File: config.mk
export PLATFORM = sky130hd
export DESIGN_NAME = lvl_irq_agg
export DESIGN_NICKNAME = d
export VERILOG_FILES = /design/src/rtl/lia_pkg.sv /design/src/rtl/lia_sync.sv /design/src/rtl/lia_decode.sv /design/src/rtl/lia_enbank.sv /design/src/rtl/lvl_irq_agg.sv
export SDC_FILE = /design/constraint.sdc
export NUM_CORES = 1
export LEC_CHECK = 0
export BUFFER_PORTS_ARGS = -buffer_cell sky130_fd_sc_hd__buf_2
export CELL_PAD_IN_SITES_DETAIL_PLACEMENT = 1
export CELL_PAD_IN_SITES_GLOBAL_PLACEMENT = 2
export CORE_MARGIN = 5
export CORE_UTILIZATION = 40
export DETAILED_ROUTE_END_ITERATION = 6
export PLACE_DENSITY_LB_ADDON = 0.12
export SLEW_MARGIN = 15
export SYNTH_ARGS = -nofsm -noshare
export SYNTH_HDL_FRONTEND = slang
export SYNTH_SLANG_ARGS = --single-unit
File: constraint.sdc
create_clock -name clk_i -period 1.8 [get_ports clk_i]
set_clock_uncertainty 0.1 [all_clocks]
set_input_delay 0.09 -clock clk_i [delete_from_list [all_inputs] [get_ports clk_i]]
set_output_delay 0.09 -clock clk_i [all_outputs]
set_load 0.02 [all_outputs]
File: src/rtl/lia_pkg.sv
package lia_pkg;
  localparam int WORD_W = 32;

  typedef logic [WORD_W-1:0] word_t;

  typedef enum logic [1:0] {
    SEL_NONE = 2'd0,
    SEL_EN   = 2'd1,
    SEL_STS  = 2'd2
  } sel_e;

  typedef struct packed {
    sel_e       kind;
    logic [7:0] cpu;
    logic [7:0] word;
  } hit_t;
endpackage

File: src/rtl/lia_sync.sv
module lia_sync #(
  parameter int WIDTH  = 64,
  parameter int STAGES = 2
) (
  input  logic             clk_i,
  input  logic             rst_ni,
  input  logic [WIDTH-1:0] d_i,
  output logic [WIDTH-1:0] q_o
);
  logic [WIDTH-1:0] stg_q [STAGES];

  always_ff @(posedge clk_i or negedge rst_ni) begin
    if (!rst_ni) begin
      for (int s = 0; s < STAGES; s++) stg_q[s] <= '0;
    end else begin
      stg_q[0] <= d_i;
      for (int s = 1; s < STAGES; s++) stg_q[s] <= stg_q[s-1];
    end
  end

  assign q_o = stg_q[STAGES-1];
endmodule

File: src/rtl/lia_decode.sv
module lia_decode
  import lia_pkg::*;
#(
  parameter int N_CPUS  = 2,
  parameter int N_WORDS = 2,
  parameter int ADDR_W  = 8
) (
  input  logic [ADDR_W-1:0] addr_i,
  output hit_t              hit_o
);
  localparam int BANK_LSB = $clog2(N_WORDS * 8);
  localparam int BANK_W   = ADDR_W - BANK_LSB;
  localparam int SLOT_W   = BANK_LSB - 2;

  logic [BANK_W-1:0] bank;
  logic [SLOT_W-1:0] slot;

  assign bank = addr_i[ADDR_W-1:BANK_LSB];
  assign slot = addr_i[BANK_LSB-1:2];

  // enable group first, status group after; highest word at lowest address
  always_comb begin
    hit_o = '{kind: SEL_NONE, cpu: 8'd0, word: 8'd0};
    if (addr_i[1:0] == 2'b00 && int'(bank) < N_CPUS) begin
      hit_o.cpu = 8'(bank);
      if (int'(slot) < N_WORDS) begin
        hit_o.kind = SEL_EN;
        hit_o.word = 8'(N_WORDS - 1 - int'(slot));
      end else begin
        hit_o.kind = SEL_STS;
        hit_o.word = 8'(2 * N_WORDS - 1 - int'(slot));
      end
    end
  end
endmodule

File: src/rtl/lia_enbank.sv
module lia_enbank
  import lia_pkg::*;
#(
  parameter int N_WORDS = 2
) (
  input  logic                        clk_i,
  input  logic                        rst_ni,
  input  logic                        we_i,
  input  logic [7:0]                  word_i,
  input  word_t                       wdata_i,
  output logic [N_WORDS*WORD_W-1:0]   en_o
);
  for (genvar w = 0; w < N_WORDS; w++) begin : g_word
    word_t en_q;
    always_ff @(posedge clk_i or negedge rst_ni) begin
      if (!rst_ni)                          en_q <= '0;
      else if (we_i && word_i == 8'(w))     en_q <= wdata_i;
    end
    assign en_o[w*WORD_W +: WORD_W] = en_q;
  end
endmodule

File: src/rtl/lvl_irq_agg.sv
module lvl_irq_agg
  import lia_pkg::*;
#(
  parameter int N_LINES = 64,
  parameter int N_CPUS  = 2,
  parameter int ADDR_W  = 8
) (
  input  logic               clk_i,
  input  logic               rst_ni,
  input  logic [N_LINES-1:0] irq_lines_i,
  input  logic               rd_en_i,
  input  logic               wr_en_i,
  input  logic [ADDR_W-1:0]  addr_i,
  input  logic [31:0]        wdata_i,
  output logic [31:0]        rdata_o,
  output logic [N_CPUS-1:0]  cpu_irq_o
);
  localparam int N_WORDS = N_LINES / WORD_W;

  logic [N_LINES-1:0]             sts;
  logic [N_CPUS-1:0][N_LINES-1:0] en_flat;
  hit_t                           hit;
  word_t                          rd_word;
  word_t                          rdata_q;
  logic [N_CPUS-1:0]              irq_q;

  lia_sync #(.WIDTH(N_LINES), .STAGES(2)) u_sync (
    .clk_i  (clk_i),
    .rst_ni (rst_ni),
    .d_i    (irq_lines_i),
    .q_o    (sts)
  );

  lia_decode #(.N_CPUS(N_CPUS), .N_WORDS(N_WORDS), .ADDR_W(ADDR_W)) u_dec (
    .addr_i (addr_i),
    .hit_o  (hit)
  );

  for (genvar c = 0; c < N_CPUS; c++) begin : g_cpu
    logic bank_we;
    assign bank_we = wr_en_i && hit.kind == SEL_EN && hit.cpu == 8'(c);

    lia_enbank #(.N_WORDS(N_WORDS)) u_bank (
      .clk_i   (clk_i),
      .rst_ni  (rst_ni),
      .we_i    (bank_we),
      .word_i  (hit.word),
      .wdata_i (wdata_i),
      .en_o    (en_flat[c])
    );

    always_ff @(posedge clk_i or negedge rst_ni) begin
      if (!rst_ni) irq_q[c] <= 1'b0;
      else         irq_q[c] <= |(sts & en_flat[c]);
    end
  end

  always_comb begin
    rd_word = '0;
    case (hit.kind)
      SEL_EN: begin
        for (int c = 0; c < N_CPUS; c++)
          for (int w = 0; w < N_WORDS; w++)
            if (hit.cpu == 8'(c) && hit.word == 8'(w))
              rd_word = en_flat[c][w*WORD_W +: WORD_W];
      end
      SEL_STS: begin
        for (int w = 0; w < N_WORDS; w++)
          if (hit.word == 8'(w)) rd_word = sts[w*WORD_W +: WORD_W];
      end
      default: rd_word = '0;
    endcase
  end

  // read samples pre-write state when both strobes share an edge
  always_ff @(posedge clk_i or negedge rst_ni) begin
    if (!rst_ni)      rdata_q <= '0;
    else if (rd_en_i) rdata_q <= rd_word;
  end

  assign rdata_o   = rdata_q;
  assign cpu_irq_o = irq_q;
endmodule

==> results of run 1 <==
-- cell usage in the layout (no fill, tap or decap), drive strengths merged, types with 26 or more instances in the layout --
cell type / n
dfrtp: 290
a22o: 32
a221oi: 32
a21oi: 26
buf: 329
o221ai: 27
dlygate4sd3: 98
clkbuf: 35
mux2: 155
nand2: 27
nor2: 38
-- logic make-up after synthesis --
logic type,Yosys count
AND/OR/NAND/NOR,99
flip-flops,290
AO/OA/AOI/OAI,193
buffers and inverters,49
multiplexers,163
-- power breakdown --
part           leakage, nW  total, mW  internal (mW)  switching (mW)
clock                0.554       7.18           4.40            2.78
combinational         3.55       1.32          0.667           0.650
sequential            3.73       6.98           6.76           0.217
total                 7.83       15.5           11.8            3.65
-- worst paths after layout --
| check | start | end |
|---|---|---|
| worst max-delay path | u_sync.q_o[45]$_DFF_PN0_ | cpu_irq_o[0]$_DFF_PN0_ |
| worst min-delay path | rst_ni | rdata_o[29]$_DFFE_PN0P_ |
| worst max register to register | u_sync.q_o[45]$_DFF_PN0_ | cpu_irq_o[0]$_DFF_PN0_ |
| worst min register to register | u_sync.stg_q[97]$_DFF_PN0_ | u_sync.q_o[33]$_DFF_PN0_ |
| max in group asynchronous | rst_ni | u_sync.q_o[13]$_DFF_PN0_ |
| min in group clk_i | addr_i[2] | rdata_o[29]$_DFFE_PN0P_ |
-- final cells by class --
class                      count  area (um2)  area share [%]
clock buffer                  35         811            4.96
timing repair buffer         427        3360            20.6
multi-input combinational    455        4070            24.9
tap                          378         473            2.89
sequential                   290        7270            44.5
inverter                       3        11.3          0.0689
clock inverter                22         343            2.10
-- worst max-delay path, delay by kind of cell (launching register included) --
family	cells	cell delay, ns
compound gates	2	0.48
flops	1	0.43
simple gates	2	0.71
buf+inv	1	0.16
-- per-layer routing --
metal / part of all wire, % / up-vias
met5: 0 / -
met1: 41 / 4657
met3: 7.8 / 94
li1: - / 3855
met2: 47 / 396
met4: 3.9 / 0
-- state kept, by name, indices dropped and copies added, names as in the netlist --
name                      count
rdata_o                      32
u_sync.stg_q                 64
g_cpu.u_bank.g_word.en_q    128
cpu_irq_o                     2
u_sync.q_o                   64
-- through the flow --
stage	setup slack [ns]	setup TNS, ns	hold slack, ns	utilization [%]	instances
after floorplan	-0.275	-24.41	-0.306	-	794
after global placement	-0.522	-50.96	0.0248	50.2	1450
after detailed placement	-0.588	-57.86	0.0226	50.2	1450
after CTS	-0.193	-0.378	0.0295	58.5	1610
after global routing	-0.236	-0.460	0.0350	58.6	1610
final	-0.204	-0.391	0.0103	58.6	1610
-- repair_timing --
item	in CTS	in global routing
endpoints found under the hold margin	499	0
hold buffers	98	0
pin swaps	5	1
gates resized for setup	27	7
endpoints found under the setup margin	2	2
buffers inserted	5	0
==> impl_metrics.yaml, run 1 <==
cells_and_area:
  drive_gt1_share_pct: 47.9
  fillCellCount: 2734
  fin_nets: 1316
  antenna_cells: 0
  fin_area_mm2: 0.0163
  syn_to_final_growth_pct: 44.3
setup_path:
  critPathSlowestCell: "or4_4"
  cp-start-kind: "flop"
  r2r_slack_ns: -0.20
  max_stage_delay_ns: 0.51
  reg2regPathDepth: 5
  end_kind: "flop"
  worstPathArrival_ns: 2.34
  cp_cell_sequence: "a22o_1, a221oi_2, buf_4, nand4_1, or4_4"
  cp_max_fo: 3
  required_ns: 2.14
  worstSetupPathType: "reg -> reg"
place:
  place_area_mm2: 0.0140
  io_buffers: 141
  place_congestion: 0.932
  hpwlAfterDp_mm: 31.1
synth:
  synth_adder_area_share_pct: 0
  async_flop_share_pct: 100
  yosysUniqueCellTypes: 40
  yosys.area.top_type: "dfrtp_1"
  syn_inst: 794
  synth-edff-count: 0
  syn-cell-area_mm2: 0.0113
  yosysMostFrequentCell: "dfrtp_1"
  synth_top_area_share_pct: 64.1
  ys.flop_type: "dfrtp_1"
  synth_fp_nets: 902
  avgSynthCellArea_um2: 14.3
  synth_top_cells_by_count: "dfrtp_1 (290), mux2_2 (134), nor2_1 (37)"
  synth_area_leaders: "dfrtp_1 (64%), mux2_2 (13%), a221oi_1 (2.5%)"
  synth_xor_area_share_pct: 0
  synth_compound_area_share_pct: 13.4
  synthMuxAreaShare_pct: 16.1
  ys_seq_area_share_pct: 64.1
  ys_ff_latch: 290
  synthSimpleGateAreaFrac_pct: 4.32
  synth_top_family_by_area: "multiplexers"
  yosys_warnings: 0
global_routing:
  grt_usage_pct: 27.7
  grt_pass1_vias: 9999
  busiest_layer: "met2"
  grt_pass1_wl_mm: 64.9
  use_met3_pct: 5.70
  met2_usage_pct: 44.1
  antenna_found_initial: 0
  grt_use_met1_pct: 37.6
  grt_overflow_total: 0
  grt_max_degree: 64
floorplan:
  start_util_pct: 40.6
  die-area_mm2: 0.0318
  ios: 142
  row_count: 61
  core-area_mm2: 0.0279
  die_h_um: 178
  fp.dieW_um: 178
clock_tree:
  clk-insertion-delay-late_ns: 0.58
  h-tree-depth: 1
  clock_sinks: 290
  cts_made_buffers: 31
  cts_buffer_depth: 3
  cts_tree: "done"
  ctsRootBufferMaster: "clkbuf_16"
  clk_pin_slew_ns: 0.07
drt:
  dr_total_vias: 9002
  vias_per_cell: 5.59
  drc_errors: 0
  first_pass_iters: 5
  avgRoutedWirePerCell_um: 27.1
  routed_wl_mm: 43.6
  antenna_left: 0
  drt_iter0_drc: 657
outcome:
  outcome: "finished, violations left"
  violations: "negative setup slack"
timing:
  worst_pin_slew_ns: 0.624
  grt_setup_unrepaired: "yes"
  slew_headroom_pct: 58.4
  fmax_mhz: 499
  drv_slew: 0
  finalHoldViolCount: 0
  setup_violations: 2
  worst_slack_ns: -0.204
  period_share_pct: 111
  min_period_ns: 2.00
min_path:
  hold_class: "in -> async"
power_and_ir_drop:
  ir_worst_vdd_mv: 0.892
  powerDensity_mw_per_mm2: 948
  power_mw: 15.5
  leakagePower_nw: 7.83
job:
  cap_viol_max_count: 0
No activity file was read; power rests on OpenSTA's default activity.
==> run 2: changes to the inputs <==
--- a/config.mk
+++ b/config.mk
@@ -12,6 +12,7 @@
 export CORE_UTILIZATION = 40
 export DETAILED_ROUTE_END_ITERATION = 6
 export PLACE_DENSITY_LB_ADDON = 0.12
+export SETUP_SLACK_MARGIN = 0.5
 export SLEW_MARGIN = 15
 export SYNTH_ARGS = -nofsm -noshare
 export SYNTH_HDL_FRONTEND = slang
==> run 2 against run 1 <==
  * The run still ends with negative setup slack left
  * Sequential share of layout area decreased by 4.3 points
  * Design area increased by 11%
  * Utilization increased by 6.3 points
  * Sequential cell count unchanged
  * Count of clock-buffer cells in the layout increased by 14
  * Clock power increased by 1%
==> impl_metrics.yaml, run 2 (synthesized netlist as in run 1, its figures left out) <==
setup_path:
  cp_cell_sequence: "a22o_1, a221oi_2, buf_4, nand4_1, buf_4, or4_4"
  rr_startpoint: "g_cpu[0].u_bank.g_word[0].en_q[19]$_DFFE_PN0P_"
  worstPathArrival_ns: 2.39
  crit_buf_inv: 2
  reg2regPathDepth: 6
  crit_top_cell: "buf_4"
  cp.depth: 6
  crit_start: "g_cpu[0].u_bank.g_word[0].en_q[19]$_DFFE_PN0P_"
  end_kind: "flop"
  critPathSlowestCell: "or4_4"
  required_ns: 2.09
  worstSetupPathType: "reg -> reg"
  path_delay_family: "compound AO/OA/AOI/OAI gates"
  cp-start-kind: "flop"
  max_stage_delay_ns: 0.43
  cp_max_fo: 2
drt:
  drt_iter0_drc: 882
  vias_per_cell: 5.81
  routed_wl_mm: 51.0
  dr_total_vias: 9537
  drc_errors: 0
  antenna_left: 0
  first_pass_iters: 5
  avgRoutedWirePerCell_um: 31.1
power_and_ir_drop:
  powerDensity_mw_per_mm2: 869
  ir_worst_vdd_mv: 0.854
  power_mw: 15.7
  leakagePower_nw: 8.71
timing:
  slew_headroom_pct: 63.2
  period_share_pct: 117
  finalHoldViolCount: 0
  fmax_mhz: 475
  min_period_ns: 2.11
  whs_ns: 0.0272
  worst_pin_slew_ns: 0.551
  totalNegativeSetupSlack_ns: -1.48
  worst_slack_ns: -0.305
  setup_violations: 39
  grt_setup_unrepaired: "yes"
  drv_slew: 0
min_path:
  hold_class: "in -> async"
clock_tree:
  cts_buffer_depth: 3
  clock_sinks: 290
  h-tree-depth: 2
  cts_tree: "done"
  cts_made_buffers: 34
  clk_pin_slew_ns: 0.07
  clk-insertion-delay-late_ns: 0.52
  ctsRootBufferMaster: "clkbuf_16"
cells_and_area:
  fin_nets: 1349
  largest_reg_flops: 128
  regMostFlops: "g_cpu.u_bank.g_word.en_q"
  layout_common_cells: "dfrtp_1 (283), buf_4 (152), mux2_4 (128), buf_2 (121), dlygate4sd3_1 (97)"
  antenna_cells: 0
  final_common_cell: "dfrtp_1"
  utilization_pct: 64.9
  drive_gt1_share_pct: 54.6
  syn_to_final_growth_pct: 59.8
  fin_cells: 1642
global_routing:
  grt_max_degree: 53
  antenna_found_initial: 1
  grt_overflow_total: 0
  grt_pass1_wl_mm: 70.8
  grt_usage_pct: 30.8
  grt_pass1_vias: 10600
floorplan:
  die-area_mm2: 0.0318
  die_h_um: 178
  core-area_mm2: 0.0279
  ios: 142
  row_count: 61
  start_util_pct: 40.6
  fp.dieW_um: 178
place:
  place_congestion: 0.883
  place_inst: 1430
  hpwlAfterDp_mm: 30.1
  io_buffers: 141
outcome:
  violations: "negative setup slack"
  outcome: "finished, violations left"
job:
  cap_viol_max_count: 0
## run 2: cell count changes in the layout (fill, tap and decap cells not counted), moves of 9 or more
cell and change:
o221ai_1 -9, buf_16 +17, buf_2 -19, o21ai_0 -12, mux2_4 +114, buf_4 -15, mux2_2 -107, buf_6 +41
a21oi_1 -25, a21oi_2 +20
## run 2: where the power goes
part	total, mW	switching (mW)	internal (mW)
combinational	1.44	0.722	0.721
sequential	7.00	0.240	6.76
clock	7.27	2.77	4.50
## run 2: cell type report
cell class,instances,area (um2)
fill,2562,9770
sequential,290,7270
multi-input combinational,455,4930
timing repair buffer,457,4220
clock buffer,49,1020
tap,378,473
clock inverter,10,159
inverter,3,11.3
## run 2: repair_timing
action | 4_1_cts | 5_1_grt
setup endpoints to repair | 169 | 175
resized for setup | 182 | 127
pin swaps | 32 | 22
hold endpoints to repair | 482 | 0
setup buffers | 20 | 17
gates cloned | 16 | 3
hold buffers | 97 | 0
## run 2: metal layers
| metal | part of all wire (%) | up-vias | wire length, um | global-route usage, % |
|---|---|---|---|---|
| li1 | - | 3917 | - | - |
| met1 | 40 | 4990 | 20300 | 39.8 |
| met2 | 49 | 482 | 24800 | 50.8 |
| met3 | 7.0 | 148 | 3590 | 6.25 |
| met4 | 4.7 | 0 | 2420 | 12.6 |
| met5 | 0 | - | 0 | 0 |
## run 2: metrics by stage
step / setup slack (ns) / cell area [um2]
floorplan: -0.275 / 11600
finish: -0.305 / 18100
CTS: -0.316 / 17400
global route: -0.320 / 18100
detailed placement: -0.546 / 13900
global placement: -0.526 / 13900
## run 2: path summary, 6_finish.rpt
path	to	slack [ns]
max reg2reg	cpu_irq_o[0]$_DFF_PN0_	-0.31
max in group asynchronous	rdata_o[13]$_DFFE_PN0P_	0.87
min reg2reg	u_sync.q_o[1]$_DFF_PN0_	0.24
min	g_cpu[0].u_bank.g_word[1].en_q[28]$_DFFE_PN0P_	0.03
max	cpu_irq_o[0]$_DFF_PN0_	-0.31
min in group clk_i	rdata_o[2]$_DFFE_PN0P_	0.06
==> run 3: changes to the inputs <==
--- a/config.mk
+++ b/config.mk
@@ -11,6 +11,7 @@
 export CORE_MARGIN = 5
 export CORE_UTILIZATION = 40
 export DETAILED_ROUTE_END_ITERATION = 6
+export HOLD_SLACK_MARGIN = 0.08
 export PLACE_DENSITY_LB_ADDON = 0.12
 export SETUP_SLACK_MARGIN = 0.5
 export SLEW_MARGIN = 15
==> run 3 against run 2 <==
  * The flow still finishes with violations (negative setup slack)
  * Critical path depth unchanged
  * Hold slack worse by 0.0013 ns
  * Utilization is 0.063 points higher
  * Register-to-register slack barely moved
  * Clock power barely moved
  * Count of clock-buffer cells in the layout unchanged
  * Sequential cell count did not move
  * Design area about the same
  * Worst setup slack improved by 0.014 ns
  * Fmax grew 0.69%
  * Combinational power about the same
==> impl_metrics.yaml, run 3 (synthesized netlist as in run 1, its figures left out) <==
outcome:
  outcome: "finished, violations left"
  violations: "negative setup slack"
floorplan:
  ios: 142
  start_util_pct: 40.6
  row_count: 61
  die_h_um: 178
  die-area_mm2: 0.0318
  fp.dieW_um: 178
  core-area_mm2: 0.0279
global_routing:
  grt_pass1_vias: 10500
  grt_max_degree: 53
  grt_overflow_total: 0
  antenna_found_initial: 1
  grt_pass1_wl_mm: 70.4
  grt_usage_pct: 30.8
drt:
  avgRoutedWirePerCell_um: 31.1
  routed_wl_mm: 51.1
  drc_errors: 0
  drt_iter0_drc: 836
  antenna_left: 0
  dr_total_vias: 9524
  vias_per_cell: 5.79
  first_pass_iters: 5
place:
  hpwlAfterDp_mm: 30.1
  io_buffers: 141
  pre_cts_slack_ns: -0.546
  place_area_mm2: 0.0139
  place_inst: 1430
  place_congestion: 0.883
timing:
  finalHoldViolCount: 0
  slew_headroom_pct: 62.3
  totalNegativeSetupSlack_ns: -1.84
  drv_slew: 0
  grt_setup_unrepaired: "yes"
  setup_violations: 50
  fmax_mhz: 478
  worst_pin_slew_ns: 0.565
  worst_slack_ns: -0.291
  period_share_pct: 116
  min_period_ns: 2.09
  whs_ns: 0.0259
cells_and_area:
  antenna_cells: 0
  ff_latch_area_mm2: 0.00727
  fillCellCount: 2565
  syn_to_final_growth_pct: 59.9
  fin_nets: 1351
  drive_gt1_share_pct: 54.6
  largest_reg_flops: 128
  regMostFlops: "g_cpu.u_bank.g_word.en_q"
  final_common_cell: "dfrtp_1"
  utilization_pct: 65.0
  fin_cells: 1644
  multiInputGateArea_mm2: 0.00494
  fin_area_mm2: 0.0181
  layout_common_cells: "dfrtp_1 (283), buf_4 (154), mux2_4 (128), buf_2 (122), dlygate4sd3_1 (98)"
power_and_ir_drop:
  powerDensity_mw_per_mm2: 868
  power_mw: 15.7
  ir_worst_vdd_mv: 0.854
  leakagePower_nw: 8.73
setup_path:
  cp-start-kind: "flop"
  rr_startpoint: "g_cpu[0].u_bank.g_word[0].en_q[19]$_DFFE_PN0P_"
  crit_start: "g_cpu[0].u_bank.g_word[0].en_q[19]$_DFFE_PN0P_"
  timing.rr.end: "cpu_irq_o[0]$_DFF_PN0_"
  worstPathArrival_ns: 2.38
  r2r_slack_ns: -0.29
  end_kind: "flop"
  reg2regPathDepth: 6
  cp-endpoint: "cpu_irq_o[0]$_DFF_PN0_"
  worstSetupPathType: "reg -> reg"
  required_ns: 2.09
  cp_max_fo: 2
clock_tree:
  h-tree-depth: 2
  clk-insertion-delay-late_ns: 0.52
  cts_made_buffers: 34
  ctsRootBufferMaster: "clkbuf_16"
  clk_pin_slew_ns: 0.07
  cts_tree: "done"
  cts_hold_buf: 98
  cts_buffer_depth: 3
  clock_sinks: 290
job:
  cap_viol_max_count: 0
min_path:
  hold_class: "in -> async"
run 3: changes by cell type in the layout (fill, tap and decap cells not counted), sizes merged:
| cell | previous run | this run |
|---|---|---|
| buf | 358 | 359 |
| dlygate4sd3 | 97 | 98 |
run 3: final cells by class:
cell class	instances	share of cell area, %
tap	378	2.61
timing repair buffer	459	23.4
multi-input combinational	455	27.3
sequential	290	40.1
inverter	3	0.0622
clock inverter	10	0.878
clock buffer	49	5.63
run 3: metal layers:
metal | up-vias | wire [um] | track usage (%)
li1 | 3914 | - | -
met1 | 4976 | 20300 | 38.9
met2 | 474 | 24500 | 50.2
met3 | 158 | 3710 | 7.57
met4 | 2 | 2620 | 14.1
met5 | - | 13 | 0
run 3: how the worst min path moves through the flow:
stage	from	end	cells after the start
2_1_floorplan	rst_ni	cpu_irq_o[0]$_DFF_PN0_	0
5_1_grt	rst_ni	g_cpu[0].u_bank.g_word[0].en_q[28]$_DFFE_PN0P_	2
3_3_place_gp	rst_ni	rdata_o[27]$_DFFE_PN0P_	1
3_5_place_dp	rst_ni	g_cpu[1].u_bank.g_word[1].en_q[29]$_DFFE_PN0P_	1
4_1_cts	rst_ni	g_cpu[0].u_bank.g_word[0].en_q[28]$_DFFE_PN0P_	2
6_report	rst_ni	g_cpu[1].u_bank.g_word[1].en_q[29]$_DFFE_PN0P_	2
run 3: worst max-delay path: stages (launching register included):
cell      delay [ns]
dfrtp_1         0.39
a22o_1          0.30
a221oi_2        0.27
buf_4           0.18
nand4_1         0.11
buf_4           0.18
or4_4           0.43
run 3: timing repair:
action	CTS	global route
gates resized for setup	182	125
cloned	16	3
buffers inserted	20	18
endpoints found under the hold margin	483	32
pin swaps	32	22
endpoints found under the setup margin	169	176
run 3: power by group:
part	leakage, nW	switching, mW	internal (mW)
logic	4.42	0.724	0.723
registers	3.73	0.241	6.76
clock network	0.575	2.76	4.50
total	8.73	3.72	12.0
